===== src/rtl/alias_pkg.sv =====
package alias_pkg;

  localparam int ILEN   = 32;
  localparam int CODE_W = 5;

  typedef enum logic [CODE_W-1:0] {
    A_NONE  = 5'd0,  A_NOP   = 5'd1,  A_MV    = 5'd2,  A_ZEXTB = 5'd3,
    A_NOT   = 5'd4,  A_SEQZ  = 5'd5,  A_SNEZ  = 5'd6,  A_NEG   = 5'd7,
    A_NEGW  = 5'd8,  A_BEQZ  = 5'd9,  A_BNEZ  = 5'd10, A_BLTZ  = 5'd11,
    A_BGTZ  = 5'd12, A_BLEZ  = 5'd13, A_BGEZ  = 5'd14, A_J     = 5'd15,
    A_JALRA = 5'd16, A_JR    = 5'd17, A_RET   = 5'd18, A_PAUSE = 5'd19,
    A_FENCE = 5'd20, A_CSRR  = 5'd21, A_CSRW  = 5'd22, A_CSRS  = 5'd23,
    A_CSRC  = 5'd24, A_CSRWI = 5'd25, A_CSRSI = 5'd26, A_CSRCI = 5'd27
  } alias_e;

  localparam logic [6:0] OPC_ALUI  = 7'b0010011;
  localparam logic [6:0] OPC_ALUR  = 7'b0110011;
  localparam logic [6:0] OPC_ALUW  = 7'b0111011;
  localparam logic [6:0] OPC_BR    = 7'b1100011;
  localparam logic [6:0] OPC_JMP   = 7'b1101111;
  localparam logic [6:0] OPC_JREG  = 7'b1100111;
  localparam logic [6:0] OPC_MEMO  = 7'b0001111;
  localparam logic [6:0] OPC_SYS   = 7'b1110011;

  localparam logic [6:0] F7_ZERO = 7'b0000000;
  localparam logic [6:0] F7_ALT  = 7'b0100000;

  typedef struct packed {
    logic [6:0]  opc;
    logic [4:0]  rd;
    logic [2:0]  f3;
    logic [4:0]  rs1;
    logic [4:0]  rs2;
    logic [6:0]  f7;
    logic [11:0] imm;
  } fields_t;

endpackage


===== src/rtl/alias_fields.sv =====
module alias_fields
  import alias_pkg::*;
(
  input  logic [ILEN-1:0] word,
  output fields_t         f
);
  always_comb begin
    f.opc = word[6:0];
    f.rd  = word[11:7];
    f.f3  = word[14:12];
    f.rs1 = word[19:15];
    f.rs2 = word[24:20];
    f.f7  = word[31:25];
    f.imm = word[31:20];
  end
endmodule


===== src/rtl/alias_classify.sv =====
module alias_classify
  import alias_pkg::*;
#(
  parameter int XLEN = 64
) (
  input  fields_t f,
  output alias_e  code,
  output logic    hit
);
  logic rd_z, rs1_z, rs2_z, imm_z, rd_ra, rs1_ra;
  logic [3:0] pred, succ;
  logic negw_ok;

  assign rd_z   = (f.rd  == 5'd0);
  assign rs1_z  = (f.rs1 == 5'd0);
  assign rs2_z  = (f.rs2 == 5'd0);
  assign imm_z  = (f.imm == 12'd0);
  assign rd_ra  = (f.rd  == 5'd1);
  assign rs1_ra = (f.rs1 == 5'd1);
  assign pred   = f.imm[7:4];
  assign succ   = f.imm[3:0];

  generate
    if (XLEN == 64) begin : g_wide
      assign negw_ok = (f.f7 == F7_ALT) && (f.f3 == 3'b000) && rs1_z;
    end else begin : g_narrow
      assign negw_ok = 1'b0;
    end
  endgenerate

  always_comb begin
    code = A_NONE;
    unique case (f.opc)
      OPC_ALUI: begin
        case (f.f3)
          3'b000: begin
            if (rd_z && rs1_z && imm_z) code = A_NOP;
            else if (imm_z)             code = A_MV;
          end
          3'b111: if (f.imm == 12'h0FF) code = A_ZEXTB;
          3'b100: if (f.imm == 12'hFFF) code = A_NOT;
          3'b011: if (f.imm == 12'h001) code = A_SEQZ;
          default: code = A_NONE;
        endcase
      end
      OPC_ALUR: begin
        if (f.f7 == F7_ALT && f.f3 == 3'b000 && rs1_z)       code = A_NEG;
        else if (f.f7 == F7_ZERO && f.f3 == 3'b011 && rs1_z) code = A_SNEZ;
      end
      OPC_ALUW: if (negw_ok) code = A_NEGW;
      OPC_BR: begin
        case (f.f3)
          3'b000: if (rs2_z) code = A_BEQZ;
          3'b001: if (rs2_z) code = A_BNEZ;
          3'b100: begin
            if (rs2_z)      code = A_BLTZ;
            else if (rs1_z) code = A_BGTZ;
          end
          3'b101: begin
            if (rs1_z)      code = A_BLEZ;
            else if (rs2_z) code = A_BGEZ;
          end
          default: code = A_NONE;
        endcase
      end
      OPC_JMP: begin
        if (rd_z)       code = A_J;
        else if (rd_ra) code = A_JALRA;
      end
      OPC_JREG: begin
        if (f.f3 == 3'b000 && rd_z) begin
          if (rs1_ra && imm_z) code = A_RET;
          else                 code = A_JR;
        end
      end
      OPC_MEMO: begin
        if (f.f3 == 3'b000) begin
          if (pred == 4'b0001 && succ == 4'b0000 && rd_z && rs1_z) code = A_PAUSE;
          else if (pred == 4'b1111 && succ == 4'b1111)             code = A_FENCE;
        end
      end
      OPC_SYS: begin
        if (f.f3 == 3'b010 && rs1_z) code = A_CSRR;
        else if (rd_z) begin
          case (f.f3)
            3'b001: code = A_CSRW;
            3'b010: code = A_CSRS;
            3'b011: code = A_CSRC;
            3'b101: code = A_CSRWI;
            3'b110: code = A_CSRSI;
            3'b111: code = A_CSRCI;
            default: code = A_NONE;
          endcase
        end
      end
      default: code = A_NONE;
    endcase
  end

  assign hit = (code != A_NONE);
endmodule


===== src/rtl/alias_classifier.sv =====
module alias_classifier
  import alias_pkg::*;
#(
  parameter int XLEN = 64
) (
  input  logic              clk,
  input  logic              rst,
  input  logic              in_valid,
  input  logic [31:0]       in_word,
  output logic              res_valid,
  output logic              res_hit,
  output logic [4:0]        res_code
);
  fields_t fld;
  alias_e  code_c;
  logic    hit_c;
  alias_e  code_q;

  alias_fields u_fields (
    .word (in_word),
    .f    (fld)
  );

  alias_classify #(.XLEN(XLEN)) u_classify (
    .f    (fld),
    .code (code_c),
    .hit  (hit_c)
  );

  always_ff @(posedge clk) begin
    if (rst) begin
      res_valid <= 1'b0;
      res_hit   <= 1'b0;
      code_q    <= A_NONE;
    end else begin
      res_valid <= in_valid;
      if (in_valid) begin
        res_hit <= hit_c;
        code_q  <= code_c;
      end
    end
  end

  assign res_code = code_q;
endmodule


===== config.mk =====
export PLATFORM = sky130hd
export DESIGN_NAME = alias_classifier
export DESIGN_NICKNAME = d
export VERILOG_FILES = /design/src/rtl/alias_pkg.sv /design/src/rtl/alias_fields.sv /design/src/rtl/alias_classify.sv /design/src/rtl/alias_classifier.sv
export SDC_FILE = /design/constraint.sdc
export NUM_CORES = 1
export LEC_CHECK = 0
export ABC_AREA = 1
export BUFFER_PORTS_ARGS = -buffer_cell sky130_fd_sc_hd__buf_2
export CORE_MARGIN = 10
export CORE_UTILIZATION = 44
export CTS_CLUSTER_DIAMETER = 80
export DETAILED_ROUTE_END_ITERATION = 12
export PLACE_DENSITY = 0.76
export RECOVER_POWER = 50
export SYNTH_ARGS = -nofsm -noshare
export SYNTH_HDL_FRONTEND = slang
export SYNTH_SLANG_ARGS = --single-unit
export TNS_END_PERCENT = 30

===== constraint.sdc =====
create_clock -name clk -period 1.1 [get_ports clk]
set_input_delay 0.055 -clock clk [delete_from_list [all_inputs] [get_ports clk]]
set_output_delay 0.055 -clock clk [all_outputs]
set_load 0.01 [all_outputs]

==> summary.md, run 1 <==
| Metric | Value |
|---|---|
| CTS H-tree lvls | `1` |
| Area growth syn-to-layout | `51.91%` |
| Pint | `544.5 uW` |
| Horiz. Die Dim | `69.54 um` |
| Worst-Skew Late Latency | `0.24 ns` |
| Vias per std cell | `5.064` |
| Bufs and invs on worst path | `2` |
| Clk_skew | `0 ns` |
| Setup TNS | `0 ns` |
| Crit path max fanout | `2` |
| Root buffer cell | `clkbuf_4` |
| Initial antenna violation count | `0` |
| Die Y | `69.54 um` |
| Vias in the first global route | `1,280` |
| Switching Fraction | `34.78%` |
| PwrDens | `509.0 nW/um2` |
| Cts hold-fix bufs | `0` |
| CP startpoint kind | `primary input` |
| Sequential area share after synthesis | `12.98%` |
| First-pass GRT wire length | `5444 um` |
| Post-layout minimum cycle time | `1.066 ns` |
| Fin. Hold Viols | `0` |
| YS warnings | `0` |
| Full die area | `4836 um2` |
| Per-cell routed wire length | `11.93 um` |
| Commonest non-fill, non-tap cell in the layout | `nand2_1` |
| Mapped Cells | `205` |
| Starting Density | `47.44%` |
| Initial DRT Pass Iterations | `4` |
| Post-synth cell types | `23` |
| Switching pwr | `290.4 uW` |
| Max Fclk | `938.2 MHz` |
| CP cell instances | `buf_2 -> buf_4 -> nor2_1 -> nand2_1 -> nor2_1 -> nand3_1 -> a21oi_1 -> nor2_1 -> nand2_1 -> nor2_1 -> nand2_1 -> nor2_1 -> nor2_1` |
| Total gr overflow | `0` |
| Worst VDD drop | `0.5826 mV` |
| Share of cells above drive strength 1 | `42.01%` |
| Final setup viols | `0` |
| Cts bufs inserted | `3` |
| CTS tree | `yes` |
| Gpl congestion | `0.9333` |
| Fin crit share | `96.90%` |
| Netlist Area Pre-Place | `1080 um2` |
| Design Power | `834.9 uW` |
| DP Wirelength | `2873 um` |
| CP required | `1.28 ns` |
| Comb pwr share | `40.4%` |
| Worst Max-Slew Pin Slew | `0.2407 ns` |
| CP dominant cell by count | `nor2_1` |
| Slew Limit Fails | `0` |
| Via count | `1,504` |
| Avg Cell Area, Syn | `5.267 um2` |
| Mapped Nets | `240` |
| Slowest CP cell | `a21oi_1` |
| Clk buf depth | `2` |
| Final net count | `305` |
| Commonest non-fill, non-tap cells in the layout | `nand2_1 (41), buf_2 (33), nor2_1 (30)` |
| Classification of the worst setup path | `in2reg` |
| # IOs | `42` |
| # diodes | `0` |
| CTS Sinks | `7` |
| Run status | `completed` |
| Worst slew margin | `83.90%` |
| Cell row count | `17` |
| # port buffers | `41` |
| DRT iter0 DRCs | `140` |
| Register clock-pin slew on the reported worst setup and hold paths | `0.05 ns` |
| Core area | `2276 um2` |
| R2r setup slk | `0.44 ns` |
| Worst Hold Class | `in2reg` |
| Slowest stage delay, CP | `0.19 ns` |
| Max-Cap Viols | `0` |
| Global Route Usage Sum | `12.61%` |
| Residual DRC | `0` |
| WL final | `3543 um` |
| WP data arrival | `1.25 ns` |
| Clock network fraction of design power | `27.7%` |
| Top delay family on crit path | `simple AND/OR/NAND/NOR gates` |
| Largest net degree at the start of global routing | `10` |
| Crit path capture type | `flip-flop` |
| Flops & latches, synth | `7` |
| Pleak | `0.8477 nW` |
| Sequential share of power | `31.9%` |
| DRT antenna net count | `0` |
[cell usage after synthesis, drive strengths merged]
cell / n / area share [%]
nor2: 56 / 24
nand2: 54 / 20
inv: 28 / 10
nand3: 26 / 13
nand4: 10 / 5.8
o21ai: 9 / 4.2
dfxtp: 7 / 13
a21oi: 6 / 3.1
nor3: 4 / 2.8
nand3b: 3 / 2.1
buf: 1 / 0.70
nor2b: 1 / 0.58
[cells by family (layout without fill, tap and decap cells)]
group,after synthesis,in the layout,share of synthesized area (%)
flip-flops,7,7,12.98
buffers and inverters,29,93,10.89
AO/OA/AOI/OAI,15,15,7.300
AND/OR/NAND/NOR,154,154,68.83
[metrics by stage]
step	setup slack, ns	cell area [um2]	hold slack, ns	std cells	utilization (%)
2_1_floorplan	0.008054	1086	0.1389	205	-
3_3_place_gp	-0.2206	1454	0.2662	291	63.88
3_5_place_dp	-0.2284	1454	0.2647	291	63.88
4_1_cts	0.03110	1480	0.004839	295	65.04
5_1_grt	-0.05342	1640	0.01353	297	72.07
6_report	0.03411	1640	0.007813	297	72.07
[flip-flops by register name, summed over array words and instances (netlist names)]
register and cells:
res_code 5, res_hit 1, res_valid 1
[final timing paths]
kind	endpoint	startpoint	depth (start not counted)
worst max register to register	res_code[1]	res_code[1]	2
worst min-delay path	res_valid	rst	2
worst min register to register	res_code[3]	res_code[3]	2
worst max-delay path	res_hit	in_word[21]	13
[power by group through the flow]
stage               Clock (mW)  Combinational, mW  Sequential (mW)
floorplan                    0              0.129            0.276
global placement             0              0.289            0.271
detailed placement           0              0.291            0.271
CTS                      0.234              0.292            0.266
global route             0.255              0.375            0.267
finish                   0.231              0.338            0.266
[worst register-to-register path, delay by kind of cell (launching register included)]
kind	cells	cell delay, ns
DFF	1	0.30
AOI/OAI and AO/OA	2	0.25
[cell type report]
cell class                      instances  area, um2
Fill cell                             214      635.6
Clock buffer                            4      26.28
Tap cell                               28      35.03
Timing Repair Buffer                   61      360.3
Multi-Input combinational cell        169      965.9
Sequential cell                         7      140.1
Inverter                               28      112.6
[layer usage]
metal	global-route usage [%]	wire length [um]
met1	15.80	1507
met2	20.67	1645
met3	3.852	347
met4	2.217	42
met5	0	0
[repair_timing]
| action | CTS | global route |
|---|---|---|
| setup endpoints to repair | 0 | 3 |
| resized for setup | 0 | 44 |
| setup buffers | 0 | 2 |
Power figures use the tool's default switching activity.
==> run 2, diff against run 1 <==
- CORE_UTILIZATION: 44 -> 35
- PLACE_DENSITY: 0.76 -> not set
==> summary.md, run 2 (synthesis results as in run 1) <==
| Metric | Value |
|---|---|
| Max-Cap Viols | `0` |
| DP Wirelength | `2941 um` |
| Cell row count | `20` |
| Clk buf depth | `2` |
| Worst Max-Slew Pin Slew | `0.2415 ns` |
| CTS Sinks | `7` |
| Die Y | `75.55 um` |
| # port buffers | `41` |
| Setup TNS | `0 ns` |
| RSZ-0062 raised after global routing | `yes` |
| Post-layout minimum cycle time | `1.050 ns` |
| Final WS setup | `0.04971 ns` |
| Clk_skew | `0 ns` |
| Largest net degree at the start of global routing | `10` |
| Slew Limit Fails | `0` |
| WL final | `3420 um` |
| Total gr overflow | `0` |
| Initial antenna violation count | `0` |
| # IOs | `42` |
| Top delay family on crit path | `simple AND/OR/NAND/NOR gates` |
| Crit path max fanout | `3` |
| First-pass GRT wire length | `5513 um` |
| Global Route Usage Sum | `11.90%` |
| Bufs and invs on worst path | `4` |
| Worst slew margin | `83.85%` |
| Pre-CTS WS | `-0.2229 ns` |
| Final setup viols | `0` |
| Initial DRT Pass Iterations | `4` |
| Crit path capture type | `flip-flop` |
| Core area | `3003 um2` |
| Classification of the worst setup path | `in2reg` |
| Commonest non-fill, non-tap cells in the layout | `nand2_1 (41), buf_2 (34), nor2_1 (30)` |
| Worst VDD drop | `0.2620 mV` |
| Residual DRC | `0` |
| Fin crit share | `95.48%` |
| Register clock-pin slew on the reported worst setup and hold paths | `0.05 ns` |
| FILL cells | `336` |
| # diodes | `0` |
| Area growth syn-to-layout | `52.95%` |
| Hold Slack | `0.07883 ns` |
| Final Non-Filler Cells | `302` |
| Starting Density | `35.96%` |
| Gpl congestion | `0.9204` |
| Root buffer cell | `clkbuf_4` |
| Run status | `completed` |
| CTS tree | `yes` |
| WP data arrival | `1.24 ns` |
| CP startpoint kind | `primary input` |
| Vias per std cell | `4.801` |
| Horiz. Die Dim | `75.55 um` |
| CP cell instances | `buf_2 -> buf_4 -> inv_1 -> nand3_2 -> nor2_1 -> nand4_1 -> buf_4 -> nand2_1 -> nor2_1 -> nand4_1 -> nor2b_1` |
| DRT iter0 DRCs | `42` |
| Share of cells above drive strength 1 | `41.64%` |
| Max Fclk | `952.1 MHz` |
| Per-cell routed wire length | `11.32 um` |
| Worst Hold Class | `in2reg` |
| Placed cells | `296` |
| Slowest stage delay, CP | `0.16 ns` |
| Max FFs per register | `5` |
| Worst-Skew Late Latency | `0.25 ns` |
| PwrDens | `499.5 nW/um2` |
| Full die area | `5707 um2` |
| Cts bufs inserted | `3` |
| Pleak | `0.8461 nW` |
| CTS H-tree lvls | `1` |
| DRT antenna net count | `0` |
| Via count | `1,450` |
| Commonest non-fill, non-tap cell in the layout | `nand2_1` |
| CP required | `1.29 ns` |
| Slowest CP cell | `nor2_1` |
| Vias in the first global route | `1,336` |
| Fin. Hold Viols | `0` |
| Final net count | `305` |
run 2: final cells by class:
type	instances	area (um2)	area share (%)
Multi-Input combinational cell	169	970.9	58.79
Timing Repair Buffer	61	360.3	21.82
Sequential cell	7	140.1	8.485
Inverter	28	112.6	6.818
Tap cell	33	41.29	2.500
Clock buffer	4	26.28	1.591
run 2: through the flow:
step	util, %	area [um2]	power, mW
floorplan	-	1086	0.4049
global placement	48.63	1460	0.5604
detailed placement	48.63	1460	0.5605
CTS	49.83	1496	0.7939
global route	55.00	1652	0.8934
finish	55.00	1652	0.8250
run 2: what timing repair did:
| item | CTS | global route |
|---|---|---|
| buffers inserted | 0 | 1 |
| gates resized for setup | 0 | 45 |
| endpoints found under the setup margin | 0 | 4 |
| endpoints found under the hold margin | 1 | 0 |
| hold buffers | 1 | 0 |
run 2: worst paths after layout:
check,cells after the start,from,end,slack [ns]
max reg2reg,2,res_hit,res_hit,0.44
min reg2reg,2,res_code[4],res_code[4],0.50
min,2,in_valid,res_code[1],0.08
max,11,in_word[6],res_code[0],0.05
run 2: routing by layer:
| layer | vias up | GRT usage (%) | wire length, um |
|---|---|---|---|
| li1 | 792 | - | - |
| met1 | 622 | 15.41 | 1628 |
| met2 | 34 | 19.92 | 1582 |
| met3 | 2 | 1.823 | 190 |
| met4 | 0 | 3.093 | 18 |
| met5 | - | 0 | 0 |
run 2: power by group:
| part | switching [mW] | internal [mW] |
|---|---|---|
| sequential | 0.00356 | 0.263 |
| clock | 0.0865 | 0.138 |
| combinational | 0.191 | 0.143 |
